===== src/rtl/dma_irq_pkg.sv =====
`timescale 1ns/1ps
package dma_irq_pkg;
  localparam int NUM_CLASS = 4;
  localparam int CLS_W     = 2;

  // class index order: 0 chain end, 1 node, 2 error A, 3 error B
  localparam int SUM_OFS   = 'h000;
  localparam int PEND_BASE = 'h004;
  localparam int PEND_STEP = 4;
  localparam int EN_BASE   = 'h018;
  localparam int EN_STEP   = 4;
  localparam int RAW_BASE  = 'h600;
  localparam int RAW_STEP  = 8;

  typedef enum logic [2:0] {
    RD_NONE,
    RD_SUM,
    RD_PEND,
    RD_EN,
    RD_RAW
  } rd_kind_e;

  function automatic int pend_ofs(int c);
    return PEND_BASE + c * PEND_STEP;
  endfunction

  function automatic int en_ofs(int c);
    return EN_BASE + c * EN_STEP;
  endfunction

  function automatic int raw_ofs(int c);
    return RAW_BASE + c * RAW_STEP;
  endfunction
endpackage


===== src/rtl/dma_irq_decode.sv =====
`timescale 1ns/1ps
module dma_irq_decode
  import dma_irq_pkg::*;
#(
  parameter int ADDR_W = 12
) (
  input  logic                    we_i,
  input  logic [ADDR_W-1:0]       addr_i,
  output logic [NUM_CLASS-1:0]    clr_sel_o,
  output logic [NUM_CLASS-1:0]    en_sel_o,
  output rd_kind_e                rd_kind_o,
  output logic [CLS_W-1:0]        rd_cls_o
);
  always_comb begin
    clr_sel_o = '0;
    en_sel_o  = '0;
    rd_kind_o = RD_NONE;
    rd_cls_o  = '0;
    if (addr_i == ADDR_W'(SUM_OFS)) rd_kind_o = RD_SUM;
    for (int c = 0; c < NUM_CLASS; c++) begin
      if (addr_i == ADDR_W'(pend_ofs(c))) begin
        rd_kind_o = RD_PEND;
        rd_cls_o  = CLS_W'(c);
      end
      if (addr_i == ADDR_W'(en_ofs(c))) begin
        rd_kind_o   = RD_EN;
        rd_cls_o    = CLS_W'(c);
        en_sel_o[c] = we_i;
      end
      if (addr_i == ADDR_W'(raw_ofs(c))) begin
        rd_kind_o    = RD_RAW;
        rd_cls_o     = CLS_W'(c);
        clr_sel_o[c] = we_i;
      end
    end
  end
endmodule


===== src/rtl/dma_irq_bank.sv =====
`timescale 1ns/1ps
module dma_irq_bank #(
  parameter int NUM_CH = 16
) (
  input  logic              clk_i,
  input  logic              rst_ni,
  input  logic [NUM_CH-1:0] evt_i,
  input  logic              clr_we_i,
  input  logic              en_we_i,
  input  logic [NUM_CH-1:0] wdata_i,
  output logic [NUM_CH-1:0] raw_o,
  output logic [NUM_CH-1:0] en_o,
  output logic [NUM_CH-1:0] pend_o
);
  logic [NUM_CH-1:0] raw_q, en_q, clr_mask;

  assign clr_mask = clr_we_i ? wdata_i : '0;

  // set has priority over write-one-clear
  always_ff @(posedge clk_i or negedge rst_ni) begin
    if (!rst_ni) raw_q <= '0;
    else         raw_q <= (raw_q & ~clr_mask) | evt_i;
  end

  always_ff @(posedge clk_i or negedge rst_ni) begin
    if (!rst_ni)      en_q <= '0;
    else if (en_we_i) en_q <= wdata_i;
  end

  assign raw_o  = raw_q;
  assign en_o   = en_q;
  assign pend_o = raw_q & en_q;
endmodule


===== src/rtl/dma_irq_combine.sv =====
`timescale 1ns/1ps
module dma_irq_combine
  import dma_irq_pkg::*;
#(
  parameter int NUM_CH = 16
) (
  input  logic                                 clk_i,
  input  logic                                 rst_ni,
  input  logic [NUM_CLASS-1:0][NUM_CH-1:0]     pend_i,
  output logic [NUM_CH-1:0]                    summary_o,
  output logic                                 irq_o
);
  logic irq_q;

  always_comb begin
    summary_o = '0;
    for (int c = 0; c < NUM_CLASS; c++) summary_o |= pend_i[c];
  end

  always_ff @(posedge clk_i or negedge rst_ni) begin
    if (!rst_ni) irq_q <= 1'b0;
    else         irq_q <= |summary_o;
  end

  assign irq_o = irq_q;
endmodule


===== src/rtl/dma_irq_ctrl.sv =====
`timescale 1ns/1ps
module dma_irq_ctrl
  import dma_irq_pkg::*;
#(
  parameter int NUM_CH = 16,
  parameter int ADDR_W = 12,
  parameter int DATA_W = 32
) (
  input  logic              clk_i,
  input  logic              rst_ni,
  input  logic [NUM_CH-1:0] evt_chain_i,
  input  logic [NUM_CH-1:0] evt_node_i,
  input  logic [NUM_CH-1:0] evt_err_a_i,
  input  logic [NUM_CH-1:0] evt_err_b_i,
  input  logic              reg_we_i,
  input  logic [ADDR_W-1:0] reg_addr_i,
  input  logic [DATA_W-1:0] reg_wdata_i,
  output logic [DATA_W-1:0] reg_rdata_o,
  output logic              irq_o
);
  logic [NUM_CLASS-1:0][NUM_CH-1:0] evt_vec, raw_vec, en_vec, pend_vec;
  logic [NUM_CLASS-1:0]             clr_sel, en_sel;
  logic [NUM_CH-1:0]                summary, wdata_lo;
  rd_kind_e                         rd_kind;
  logic [CLS_W-1:0]                 rd_cls;

  assign evt_vec  = {evt_err_b_i, evt_err_a_i, evt_node_i, evt_chain_i};
  assign wdata_lo = reg_wdata_i[NUM_CH-1:0];

  generate
    if (DATA_W > NUM_CH) begin : g_hi
      logic unused_wdata_hi;
      assign unused_wdata_hi = ^reg_wdata_i[DATA_W-1:NUM_CH];
    end
  endgenerate

  dma_irq_decode #(.ADDR_W(ADDR_W)) u_decode (
    .we_i      (reg_we_i),
    .addr_i    (reg_addr_i),
    .clr_sel_o (clr_sel),
    .en_sel_o  (en_sel),
    .rd_kind_o (rd_kind),
    .rd_cls_o  (rd_cls)
  );

  generate
    for (genvar c = 0; c < NUM_CLASS; c++) begin : g_bank
      dma_irq_bank #(.NUM_CH(NUM_CH)) u_bank (
        .clk_i    (clk_i),
        .rst_ni   (rst_ni),
        .evt_i    (evt_vec[c]),
        .clr_we_i (clr_sel[c]),
        .en_we_i  (en_sel[c]),
        .wdata_i  (wdata_lo),
        .raw_o    (raw_vec[c]),
        .en_o     (en_vec[c]),
        .pend_o   (pend_vec[c])
      );
    end
  endgenerate

  dma_irq_combine #(.NUM_CH(NUM_CH)) u_combine (
    .clk_i     (clk_i),
    .rst_ni    (rst_ni),
    .pend_i    (pend_vec),
    .summary_o (summary),
    .irq_o     (irq_o)
  );

  always_comb begin
    reg_rdata_o = '0;
    case (rd_kind)
      RD_SUM:  reg_rdata_o[NUM_CH-1:0] = summary;
      RD_PEND: reg_rdata_o[NUM_CH-1:0] = pend_vec[rd_cls];
      RD_EN:   reg_rdata_o[NUM_CH-1:0] = en_vec[rd_cls];
      RD_RAW:  reg_rdata_o[NUM_CH-1:0] = raw_vec[rd_cls];
      default: reg_rdata_o = '0;
    endcase
  end
endmodule


===== config.mk =====
export PLATFORM = sky130hd
export DESIGN_NAME = dma_irq_ctrl
export DESIGN_NICKNAME = d
export VERILOG_FILES = /design/src/rtl/dma_irq_pkg.sv /design/src/rtl/dma_irq_decode.sv /design/src/rtl/dma_irq_bank.sv /design/src/rtl/dma_irq_combine.sv /design/src/rtl/dma_irq_ctrl.sv
export SDC_FILE = /design/constraint.sdc
export NUM_CORES = 1
export LEC_CHECK = 0
export BUFFER_PORTS_ARGS = -buffer_cell sky130_fd_sc_hd__buf_4
export CAP_MARGIN = 0
export CORE_MARGIN = 3
export CORE_UTILIZATION = 55
export CTS_CLUSTER_SIZE = 12
export DETAILED_ROUTE_END_ITERATION = 8
export GPL_TIMING_DRIVEN = 0
export PLACE_DENSITY_LB_ADDON = 0.3
export SLEW_MARGIN = 10
export SYNTH_ARGS = -nofsm -noshare
export SYNTH_HDL_FRONTEND = slang
export SYNTH_HIERARCHICAL = 1
export SYNTH_SLANG_ARGS = --single-unit

===== constraint.sdc =====
create_clock -name clk_i -period 3.9 [get_ports clk_i]
set_input_delay 0.39 -clock clk_i [delete_from_list [all_inputs] [get_ports clk_i]]
set_output_delay 0.39 -clock clk_i [all_outputs]
set_load 0.005 [all_outputs]

==> run_summary.xml <==
<?xml version="1.0" encoding="UTF-8"?>
<metrics>
  <group name="critical_path">
    <metric name="r2r_end" unit="">u_combine/irq_o</metric>
    <metric name="critPathKind" unit="">primary input to primary output</metric>
    <metric name="crit_path_start_kind" unit="">primary input</metric>
    <metric name="ff2ff_setup_slack" unit="ns">1.99</metric>
    <metric name="required" unit="ns">3.51</metric>
    <metric name="regToRegStartpoint" unit="">g_bank[1].u_bank/raw_o[4]</metric>
    <metric name="endpoint_kind" unit="">primary output</metric>
    <metric name="worstPathArrival" unit="ns">3.35</metric>
    <metric name="cp-startpoint" unit="">reg_addr_i[11]</metric>
    <metric name="r2r.worst_path.cells" unit="">4</metric>
    <metric name="crit_path_max_fanout" unit="">10</metric>
  </group>
  <group name="timing">
    <metric name="clock.fmax" unit="MHz">268</metric>
    <metric name="finalWorstPathRequiredPeriod" unit="ns">3.74</metric>
    <metric name="timing_hold_violations_final" unit="">0</metric>
    <metric name="finClkSkew" unit="ns">0.00637</metric>
    <metric name="finalMaxSlewViolations" unit="">0</metric>
    <metric name="slew-limit-headroom" unit="%">54.0</metric>
    <metric name="worst_pin_slew" unit="ns">0.687</metric>
    <metric name="setup_viol_count_final" unit="">0</metric>
    <metric name="setup_repair_after_global_routing_missed_its_margin" unit="">no</metric>
    <metric name="layout_worst_path_cycle_share" unit="%">95.8</metric>
  </group>
  <group name="cells_and_area">
    <metric name="area_growth" unit="%">24.2</metric>
    <metric name="mostFrequentLayoutCells" unit="">137 x buf_4, 129 x dfrtp_1, 70 x nand2_1</metric>
    <metric name="layout_commonest_cell" unit="">buf_4</metric>
    <metric name="multi_input_comb_area" unit="sq mm">0.00397</metric>
    <metric name="antennaDiodeCount" unit="">0</metric>
    <metric name="fillCellCount" unit="">947</metric>
    <metric name="finalCoreUtilization" unit="%">70.6</metric>
    <metric name="layout.nets" unit="">935</metric>
    <metric name="share_of_cells_above_drive_strength_1" unit="%">34.5</metric>
    <metric name="fin_cells" unit="">1013</metric>
    <metric name="ff_latch_area" unit="sq mm">0.00323</metric>
  </group>
  <group name="worst_hold_path">
    <metric name="holdCritStartpoint" unit="">evt_err_a_i[6]</metric>
    <metric name="worstHoldEndpoint" unit="">g_bank[2].u_bank/raw_o[6]</metric>
    <metric name="holdCritPathClass" unit="">primary input to flip-flop</metric>
    <metric name="timing.hold.worst_path_depth" unit="">2</metric>
  </group>
  <group name="detailed_routing">
    <metric name="drtPass1Iterations" unit="">8</metric>
    <metric name="drc" unit="">0</metric>
    <metric name="totalWireLength" unit="microns">23000</metric>
    <metric name="ant_nets" unit="">0</metric>
    <metric name="drt_first_iter_violations" unit="">855</metric>
    <metric name="drt-wirelength-per-cell" unit="microns">22.7</metric>
    <metric name="vias" unit="">6478</metric>
    <metric name="vias_per_cell" unit="">6.39</metric>
  </group>
  <group name="clock_network">
    <metric name="clk_root_buffer_cell" unit="">clkbuf_16</metric>
    <metric name="worstSkewPairLatency" unit="ns">0.43</metric>
    <metric name="ctsHtreeMaxLevel" unit="">4</metric>
    <metric name="clkSinkCount" unit="">129</metric>
    <metric name="tritoncts" unit="">built</metric>
    <metric name="clk_path_buf_depth" unit="">2</metric>
    <metric name="cts_made_buffers" unit="">17</metric>
    <metric name="path_clk_slew" unit="ns">0.06</metric>
  </group>
  <group name="power">
    <metric name="p_sw_share" unit="%">21.7</metric>
    <metric name="p_switching" unit="mW">0.720</metric>
    <metric name="pwr-share-comb" unit="%">5.8</metric>
    <metric name="pwr_density_cell" unit="mW/mm^2">351</metric>
    <metric name="ir_drop" unit="mV">0.337</metric>
    <metric name="clock_power_share" unit="%">53.5</metric>
    <metric name="power.static_leakage" unit="nW">3.85</metric>
    <metric name="total_power" unit="mW">3.31</metric>
    <metric name="p_int" unit="mW">2.59</metric>
    <metric name="share_seq_of_total_power" unit="%">40.7</metric>
  </group>
  <group name="global_route">
    <metric name="gr-usage-all-layers" unit="%">31.3</metric>
    <metric name="initial_antenna_violation_count" unit="">0</metric>
    <metric name="vias_in_the_first_global_route" unit="">6598</metric>
    <metric name="grt_pass1_wl" unit="microns">35300</metric>
    <metric name="grt_max_degree" unit="">81</metric>
    <metric name="grt_overflow_total" unit="">0</metric>
  </group>
  <group name="logic_synthesis">
    <metric name="yosys_register_bits" unit="">129</metric>
    <metric name="synth_top_flop_cell" unit="">dfrtp_1</metric>
    <metric name="syn_avg_cell_area" unit="sq um">11.2</metric>
    <metric name="synth.distinct_cells" unit="">56</metric>
    <metric name="post_synth_instance_area" unit="sq mm">0.00759</metric>
    <metric name="synth-edff-count" unit="">0</metric>
    <metric name="ys_seq_area_share" unit="%">42.6</metric>
    <metric name="syn-instance-count" unit="">675</metric>
    <metric name="yosys_warnings" unit="">6</metric>
    <metric name="postSynth.asyncResetShare" unit="%">100</metric>
  </group>
  <group name="run_status">
    <metric name="status" unit="">finished, final reports clean</metric>
  </group>
  <group name="die">
    <metric name="floorplan.die_area" unit="sq mm">0.0152</metric>
    <metric name="floorplan.initialDensity" unit="%">56.8</metric>
    <metric name="io_pins" unit="">144</metric>
    <metric name="floorplan.rows" unit="">42</metric>
    <metric name="placeableCoreArea" unit="sq mm">0.0133</metric>
    <metric name="dieHeight" unit="microns">123</metric>
    <metric name="die_width" unit="microns">123</metric>
  </group>
  <group name="placement">
    <metric name="place_congestion" unit="">0.919</metric>
    <metric name="dpl.cell_count" unit="">978</metric>
    <metric name="portBuffers" unit="">111</metric>
    <metric name="dp_hpwl" unit="microns">15300</metric>
  </group>
  <group name="flow_run">
    <metric name="maxCapViolations" unit="">0</metric>
  </group>
</metrics>
-- Yosys cell counts (3+ instances only) --
cell type	instances	area, sq um
nand3_1	4	20.0
a222oi_1	14	140
mux2_4	40	601
nand3b_1	3	22.5
nor4_1	4	25.0
a21o_1	64	480
nor2b_1	3	18.8
mux4_2	3	67.6
a21oi_1	5	25.0
buf_12	4	80.1
or4_4	9	101
nor3_1	3	15.0
buf_6	7	78.8
o22ai_1	15	93.8
mux2_2	24	270
buf_4	25	188
nand2_1	70	263
nand4_1	3	18.8
and2_1	65	407
dfrtp_1	129	3230
clkbuf_1	6	22.5
mux2i_1	47	470
nor2_1	24	90.1
a221oi_1	24	210
buf_2	16	80.1
nor4_2	3	37.5
or4_1	7	52.6
o211ai_1	14	105
-- metrics by stage --
step	setup TNS (ns)	worst slack, ns	area, sq um	hold WS [ns]
after floorplan	0	0.912	7640	0.0944
after global placement	-0.514	-0.0694	8700	0.482
after detailed placement	-1.22	-0.142	8730	0.368
after CTS	0	0.0675	9390	0.122
after global routing	0	0.0598	9420	0.117
final	0	0.165	9420	0.130
-- cells by family after synthesis --
kind of cell / share of synthesized area, %
other: 0.0494
AOI/OAI and AO/OA: 15.7
buffers and inverters: 6.02
muxes: 18.6
DFF: 42.6
and+or+nand+nor: 17.1
-- state kept, by name, summed over array words and instances (netlist names) --
register             cells
g_bank.u_bank/en_o      64
g_bank.u_bank/raw_o     64
u_combine/irq_o          1
-- per-layer routing --
layer,vias to the layer above,global-route usage [%],share of wire (%)
met2,422,48.6,47
met5,-,0,0
met4,0,18.1,5.0
li1,2789,-,-
met1,3166,39.7,38
met3,101,8.19,9.7
-- layout make-up --
type	count	area share, %
multi-input combinational	501	42.2
sequential	129	34.3
timing repair buffer	115	9.44
buffer	58	4.79
clock buffer	19	4.70
tap	176	2.34
clock inverter	13	2.23
inverter	2	0.0797
-- worst max path at each step --
stage	end	slack (ns)	depth (start not counted)
final	reg_rdata_o[11]	0.16	11
after global routing	reg_rdata_o[5]	0.06	13
after CTS	reg_rdata_o[15]	0.07	12
after detailed placement	reg_rdata_o[6]	-0.14	10
after global placement	reg_rdata_o[4]	-0.07	10
after floorplan	reg_rdata_o[0]	0.91	10
-- timing repair --
item                       in CTS  in global routing
setup endpoints to repair      11                 12
setup buffers                   0                  2
hold endpoints to repair       49                  0
gates resized for setup         2                  4
pin swaps                       0                  1
hold buffers                    1                  0
-- power groups by stage --
stage	Clock, mW	Sequential, mW	Combinational [mW]
after detailed placement	0	1.37	0.187
after CTS	1.78	1.35	0.189
after floorplan	0	1.37	0.0473
after global placement	0	1.37	0.178
final	1.77	1.35	0.192
after global routing	1.85	1.35	0.209
-- worst max-delay path, cell delays in order --
cell      delay [ns]
buf_4           0.12
nor4_4          0.24
buf_4           0.19
or4b_1          0.44
a21boi_1        0.16
buf_2           0.26
buf_2           0.39
buf_2           0.34
clkbuf_2        0.40
o211ai_1        0.21
buf_4           0.18
No activity file was read; power rests on OpenSTA's default activity.
